<file path="src/rtl/pace_pkg.sv">
package pace_pkg;

  localparam int CFG_W = 8;
  localparam int EXP_W = 3;

  // Configuration word, most significant field first.
  typedef struct packed {
    logic [EXP_W-1:0] burstExp;
    logic             burstMode;
    logic             levelMode;
    logic             polHigh;
    logic             trigEn;
    logic             reqEn;
  } paceCfg_t;

  // Strobes from control to the counting datapath.
  typedef struct packed {
    logic loadCnt;
    logic decCnt;
  } ctrlStrobe_t;

  typedef enum logic {
    PS_IDLE = 1'b0,
    PS_MOVE = 1'b1
  } paceState_t;

endpackage

</file>
<file path="src/rtl/pace_trig.sv">
module pace_trig #(
  parameter int SYNC_STAGES = 2
) (
  input  logic clk,
  input  logic rst,
  input  logic hwTrig,
  input  logic polHigh,
  output logic trigActive,
  output logic trigEdge
);

  localparam int PRIME_MAX = SYNC_STAGES + 1;
  localparam int PRIME_W   = $clog2(PRIME_MAX + 1);

  logic [SYNC_STAGES-1:0] syncQ;
  logic                   prevQ;
  logic [PRIME_W-1:0]     primeCnt;
  logic                   primed;
  logic                   syncOut;
  logic                   riseSeen;
  logic                   fallSeen;

  // Synchroniser chain, history flop and warm-up counter.
  always_ff @(posedge clk) begin
    if (rst) begin
      syncQ    <= '0;
      prevQ    <= 1'b0;
      primeCnt <= '0;
    end else begin
      syncQ <= {syncQ[SYNC_STAGES-2:0], hwTrig};
      prevQ <= syncQ[SYNC_STAGES-1];
      if (primeCnt != PRIME_W'(PRIME_MAX)) begin
        primeCnt <= primeCnt + PRIME_W'(1);
      end
    end
  end

  always_comb begin
    primed     = (primeCnt == PRIME_W'(PRIME_MAX));
    syncOut    = syncQ[SYNC_STAGES-1];
    riseSeen   = syncOut & ~prevQ;
    fallSeen   = ~syncOut & prevQ;
    trigActive = primed & (polHigh ? syncOut : ~syncOut);
    trigEdge   = primed & (polHigh ? riseSeen : fallSeen);
  end


  edge_single_chk: assert property (@(posedge clk) disable iff (rst)
    trigEdge |=> !trigEdge);

endmodule

</file>
<file path="src/rtl/pace_count.sv">
module pace_count
  import pace_pkg::*;
#(
  parameter int CNT_W = 8,
  parameter int XP_W  = 3
) (
  input  logic              clk,
  input  logic              rst,
  input  ctrlStrobe_t       strobe,
  input  logic              burstMode,
  input  logic [XP_W-1:0]   burstExp,
  output logic              cntZero
);

  logic [CNT_W-1:0] cnt;
  logic [CNT_W:0]   spanW;
  logic [CNT_W-1:0] loadVal;

  always_comb begin
    spanW   = (CNT_W+1)'(1) << burstExp;
    loadVal = burstMode ? CNT_W'(spanW - (CNT_W+1)'(1)) : '0;
    cntZero = (cnt == '0);
  end

  always_ff @(posedge clk) begin
    if (rst) begin
      cnt <= '0;
    end else if (strobe.loadCnt) begin
      cnt <= loadVal;
    end else if (strobe.decCnt) begin
      cnt <= cnt - CNT_W'(1);
    end
  end


  no_underflow_chk: assert property (@(posedge clk) disable iff (rst)
    strobe.decCnt |-> (cnt != '0));

endmodule

</file>
<file path="src/rtl/pace_ctrl.sv">
module pace_ctrl
  import pace_pkg::*;
(
  input  logic        clk,
  input  logic        rst,
  input  logic        chanEnable,
  input  logic        reqEn,
  input  logic        trigEn,
  input  logic        levelMode,
  input  logic        perReq,
  input  logic        xferDone,
  input  logic        trigActive,
  input  logic        trigEdge,
  input  logic        cntZero,
  output ctrlStrobe_t strobe,
  output logic        xferReq,
  output logic        burstDone
);

  paceState_t state, stateNext;
  logic       running;
  logic       pending, pendNext;
  logic       doneQ;
  logic       trigOk;
  logic       startNow;
  logic       lastXfer;

  always_comb begin
    running = (state == PS_MOVE);
    if (!trigEn) begin
      trigOk = 1'b1;
    end else if (levelMode) begin
      trigOk = trigActive;
    end else begin
      trigOk = trigEdge | pending;
    end
    startNow = ~running & chanEnable & trigOk;
    lastXfer = running & xferDone & cntZero;

    strobe.loadCnt = startNow;
    strobe.decCnt  = running & xferDone & ~cntZero;

    stateNext = state;
    if (startNow) begin
      stateNext = PS_MOVE;
    end else if (lastXfer) begin
      stateNext = PS_IDLE;
    end

    if (!trigEn || levelMode) begin
      pendNext = 1'b0;
    end else if (startNow) begin
      pendNext = 1'b0;
    end else if (trigEdge) begin
      pendNext = 1'b1;
    end else begin
      pendNext = pending;
    end

    xferReq   = running & (~reqEn | perReq);
    burstDone = doneQ;
  end

  always_ff @(posedge clk) begin
    if (rst) begin
      state   <= PS_IDLE;
      pending <= 1'b0;
      doneQ   <= 1'b0;
    end else begin
      state   <= stateNext;
      pending <= pendNext;
      doneQ   <= lastXfer;
    end
  end


  pace_gate_chk: assert property (@(posedge clk) disable iff (rst)
    (reqEn && !perReq) |-> !xferReq);


  pend_src_chk: assert property (@(posedge clk) disable iff (rst)
    $rose(pending) |-> $past(trigEdge));


  idle_done_chk: assert property (@(posedge clk) disable iff (rst)
    (!running && xferDone) |=> !burstDone);


  start_en_chk: assert property (@(posedge clk) disable iff (rst)
    $rose(running) |-> $past(chanEnable));

endmodule

</file>
<file path="src/rtl/dma_pace_unit.sv">
module dma_pace_unit
  import pace_pkg::*;
#(
  parameter int CNT_W       = 8,
  parameter int SYNC_STAGES = 2
) (
  input  logic             clk,
  input  logic             rst,
  input  logic             chanEnable,
  input  logic [CFG_W-1:0] cfgWord,
  input  logic             perReq,
  input  logic             hwTrig,
  input  logic             xferDone,
  output logic             xferReq,
  output logic             burstDone
);

  paceCfg_t    cfg;
  ctrlStrobe_t strobe;
  logic        trigActive;
  logic        trigEdge;
  logic        cntZero;

  assign cfg = paceCfg_t'(cfgWord);

  pace_trig #(.SYNC_STAGES(SYNC_STAGES)) trig_i (
    .clk        (clk),
    .rst        (rst),
    .hwTrig     (hwTrig),
    .polHigh    (cfg.polHigh),
    .trigActive (trigActive),
    .trigEdge   (trigEdge)
  );

  pace_ctrl ctrl_i (
    .clk        (clk),
    .rst        (rst),
    .chanEnable (chanEnable),
    .reqEn      (cfg.reqEn),
    .trigEn     (cfg.trigEn),
    .levelMode  (cfg.levelMode),
    .perReq     (perReq),
    .xferDone   (xferDone),
    .trigActive (trigActive),
    .trigEdge   (trigEdge),
    .cntZero    (cntZero),
    .strobe     (strobe),
    .xferReq    (xferReq),
    .burstDone  (burstDone)
  );

  pace_count #(.CNT_W(CNT_W), .XP_W(EXP_W)) count_i (
    .clk       (clk),
    .rst       (rst),
    .strobe    (strobe),
    .burstMode (cfg.burstMode),
    .burstExp  (cfg.burstExp),
    .cntZero   (cntZero)
  );


  burst_pulse_chk: assert property (@(posedge clk) disable iff (rst)
    burstDone |=> !burstDone);


  done_idle_chk: assert property (@(posedge clk) disable iff (rst)
    burstDone |-> !xferReq);

endmodule

</file>
<file path="config.mk">
export PLATFORM = sky130hd
export DESIGN_NAME = dma_pace_unit
export DESIGN_NICKNAME = d
export VERILOG_FILES = /design/src/rtl/pace_pkg.sv /design/src/rtl/pace_trig.sv /design/src/rtl/pace_count.sv /design/src/rtl/pace_ctrl.sv /design/src/rtl/dma_pace_unit.sv
export SDC_FILE = /design/constraint.sdc
export NUM_CORES = 1
export LEC_CHECK = 0
export ABC_AREA = 1
export BUFFER_PORTS_ARGS = -buffer_cell sky130_fd_sc_hd__buf_4
export CAP_MARGIN = 10
export CORE_UTILIZATION = 45
export DETAILED_ROUTE_END_ITERATION = 12
export PLACE_DENSITY = 0.66
export SYNTH_ARGS = -nofsm -noshare
export SYNTH_HDL_FRONTEND = slang
export SYNTH_SLANG_ARGS = --single-unit
</file>
<file path="constraint.sdc">
create_clock -name clk -period 1.96 [get_ports clk]
set_clock_uncertainty 0.15 [all_clocks]
set_input_delay 0.196 -clock clk [delete_from_list [all_inputs] [get_ports clk]]
set_output_delay 0.196 -clock clk [all_outputs]
set_load 0.01 [all_outputs]
</file>
==> metrics.md <==
| Metric | Value |
|---|---|
| Gate Count Post-Synth | 159 |
| Sw Share | 0.333 |
| Crit start category | flop |
| P_leak | 0.686 nW |
| Worst Hold Path EP | ctrl_i.pending |
| Via/cell ratio | 4.67 |
| RD Place Congestion | 0.808 |
| Relative slew margins | 0.822 |
| Power Dens Cells | 722 nW/um^2 |
| Post-synthesis sequential area ratio | 0.309 |
| H-tree depth | 1 |
| Initial Util | 0.473 |
| Clock Latency Late Sink | 0.28 ns |
| Number of synthesized flops with an enable pin | 0 |
| Top cell type's share of synthesized area | 0.309 |
| Worst setup EP type | flop |
| Largest area contributor in the netlist | dfxtp_1 |
| Final Cycle Share | 0.890 |
| # setup viols final | 0 |
| Synth Register Bits | 16 |
| All-layer global routing usage | 0.186 |
| Critical path start-end classification | flop to flop |
| HP Class | input pin to flop |
| Cell with the most instances after synthesis | nand2_1 |
| RR Startpoint | trig_i.primeCnt[0] |
| Max incr delay on CP | 0.36 ns |
| Largest net degree at the start of global routing | 19 |
| Slew of the pin with the lowest slew margin | 0.266 ns |
| Async SR Flop Fraction | 0 |
| Gate power share | 0.324 |
| Core area | 2190 sq um |
| CP arrival | 1.78 ns |
| Post-route minimum period | 1.74 ns |
| Avg WL per Cell | 9.79 microns |
| Clk network pwr share | 0.248 |
| DRT Wirelength | 2.03 mm |
| Worst R2R Setup Slack | 0.22 ns |
| Synth top cells by count | nand2_1, inv_1, nor2_1 |
| Ys Warns | 0 |
| Setup TNS | 0 ns |
| Crit Path Max Fanout | 18 |
| Detail Route met3 WL | 57 microns |
| Die Ht | 50.0 microns |
| # IOs | 16 |
| Power consumption | 0.000889 W |
| Max layer used | met4 |
| IO buf count | 15 |
| Vias in the first global route | 844 |
| Total congestion overflow | 0 |
| Starting DRT DRC Count | 16 |
| DRT antenna net count | 0 |
| Ant. Diodes | 0 |
| Post-Syn Area | 1040 sq um |
| Initial antenna violation count | 0 |
| Max stage delay cell, worst path | dfxtp_1 |
| Die area | 2500 sq um |
| Avg Cell Area, Syn | 6.52 sq um |
| Ys flop type | dfxtp_1 |
| Die X | 50.0 microns |
| Internal power | 0.000593 W |
| Met2 WL post-DR | 942 microns |
| Unrepaired setup endpoints after global routing | false |
| IR drop worst, VDD | 433 uV |
| First-pass GRT wire length | 3.49 mm |
| Met1 WL | 1.01 mm |
| Hold Violations, Final | 0 |
| Cts bufs inserted | 3 |
| CTS max path bufs | 2 |
| Fmax | 0.573 GHz |
| Vias | 966 |
| Run status | complete, no violations |
| Nets | 197 |
| Final Max Tran Viols | 0 |
| Area contributors post-synth | dfxtp_1, nand2_1, inv_1, nor2_1, nand3_1 |
| Path depth of the worst reg2reg path | 12 |
| Hold Crit Depth | 3 |
| Maxcap violations | 0 |
| Switch Pwr | 0.000296 W |
| Area grow syn2layout | 18.8% |
| Clock sink count | 16 |
| CTS Root Cell | clkbuf_4 |
| Distinct cell type count after synthesis | 27 |
| Hpwl dp | 1.57 mm |
| Crit path top cell by count | nand2_1 |
| Sequential share of power | 0.428 |
| Critical path required time | 2.00 ns |
| CTS tree | yes |
| Share of cells above drive strength 1 | 0.201 |
| Syn Nets | 176 |
| Row cnt | 17 |
| RR Endpoint | count_i.cnt[1] |
| Clk slew on worst S/H paths | 0.09 ns |
| Min Hold Slack | 0.0113 ns |
| DRC Markers | 0 |
| FILL cells | 215 |
| Hold Startpoint | cfgWord[1] |
| Crit path cell chain | ha_1 > inv_2 > a21oi_2 > nand2_1 > nand2_1 > nand2_2 > nand2_4 > nand2_4 > nand2_1 > inv_1 > nor2_1 > nor2_1 |
| Drt pass-1 iters | 4 |
[power groups by stage]
stage / logic [W] / clock network (W) / registers (W)
6_report: 0.000288 / 0.000220 / 0.000381
2_1_floorplan: 0.000222 / 0 / 0.000384
3_5_place_dp: 0.000282 / 0 / 0.000388
4_1_cts: 0.000288 / 0.000226 / 0.000381
5_1_grt: 0.000336 / 0.000241 / 0.000385
3_3_place_gp: 0.000275 / 0 / 0.000387
[worst max-delay path, delay by kind of cell, from the launching register on]
family,cells,cell delay (ns)
adders and majority gates,1,0.22
buffers and inverters,2,0.09
DFF,1,0.36
AOI/OAI and AO/OA,1,0.13
and+or+nand+nor,8,0.70
[kinds of logic after synthesis]
group,Yosys count,share of synthesized area
and+or+nand+nor,85,0.393
buffers and inverters,35,0.141
AOI/OAI and AO/OA,16,0.0870
DFF,16,0.309
xor gates and xnor gates,4,0.0338
adders and majority gates,3,0.0362
[cell type report]
class | count | area [sq um] | share of cell area
tap | 28 | 35.0 | 0.0285
timing repair buffer | 19 | 150 | 0.122
multi-input combinational | 108 | 569 | 0.462
sequential | 16 | 320 | 0.260
inverter | 32 | 120 | 0.0976
clock buffer | 4 | 36.3 | 0.0295
[worst max-delay path by stage]
stage,start,endpoint,slack (ns)
after floorplan,trig_i.primeCnt[0],count_i.cnt[2],0.35
after global placement,trig_i.primeCnt[0],count_i.cnt[5],0.27
after detailed placement,trig_i.primeCnt[0],count_i.cnt[1],0.23
after CTS,trig_i.primeCnt[0],count_i.cnt[1],0.22
after global routing,trig_i.primeCnt[0],count_i.cnt[1],0.02
final,trig_i.primeCnt[0],count_i.cnt[1],0.22
[timing repair]
| item | in CTS | in global routing |
|---|---|---|
| resized for setup | 0 | 1 |
| endpoints found under the hold margin | 7 | 0 |
| hold buffers | 3 | 0 |
| setup endpoints to repair | 0 | 1 |
| setup buffers | 0 | 0 |
[state kept, by name (all words and copies together), names as in the netlist]
register          count
ctrl_i.pending        1
trig_i.prevQ          1
trig_i.syncQ          2
trig_i.primeCnt       2
count_i.cnt           8
ctrl_i.burstDone      1
ctrl_i.running        1
[layout by cell type, fill, tap and decap left out]
master / synthesis / final
a21boi_0: 1 / 1
a21oi_1: 6 / 6
a21oi_2: 1 / 1
buf_4: 0 / 16
clkbuf_4: 0 / 3
clkbuf_8: 0 / 1
clkinv_1: 1 / 1
dfxtp_1: 16 / 16
dlygate4sd3_1: 0 / 3
ha_1: 3 / 3
inv_1: 28 / 28
inv_2: 3 / 3
nand2_1: 34 / 34
nand2_2: 1 / 1
nand2_4: 2 / 2
nand3_1: 11 / 11
nand3_2: 4 / 4
nand3b_2: 1 / 1
nand4_1: 3 / 3
nor2_1: 24 / 24
nor2_2: 2 / 2
nor2_4: 1 / 1
nor3_1: 1 / 1
nor4_1: 1 / 1
o21ai_0: 6 / 5
o21ai_1: 1 / 2
o21ai_2: 1 / 1
xnor2_1: 1 / 1
xor2_1: 3 / 3
[layer usage]
layer  GRT usage  vias up
met5           0        -
met4      0.0714        0
met3      0.0370        2
met2       0.309       15
met1       0.233      420
li1            -      529
[per-stage QoR]
stage	std cells	utilization	setup slack, ns	area (sq um)
6_report	207	0.562	0.215	1230
5_1_grt	207	0.562	0.0241	1230
4_1_cts	207	0.562	0.219	1230
3_5_place_dp	200	0.532	0.234	1160
3_3_place_gp	200	0.532	0.270	1160
2_1_floorplan	159	-	0.352	1040
Power figures use the tool's default switching activity.
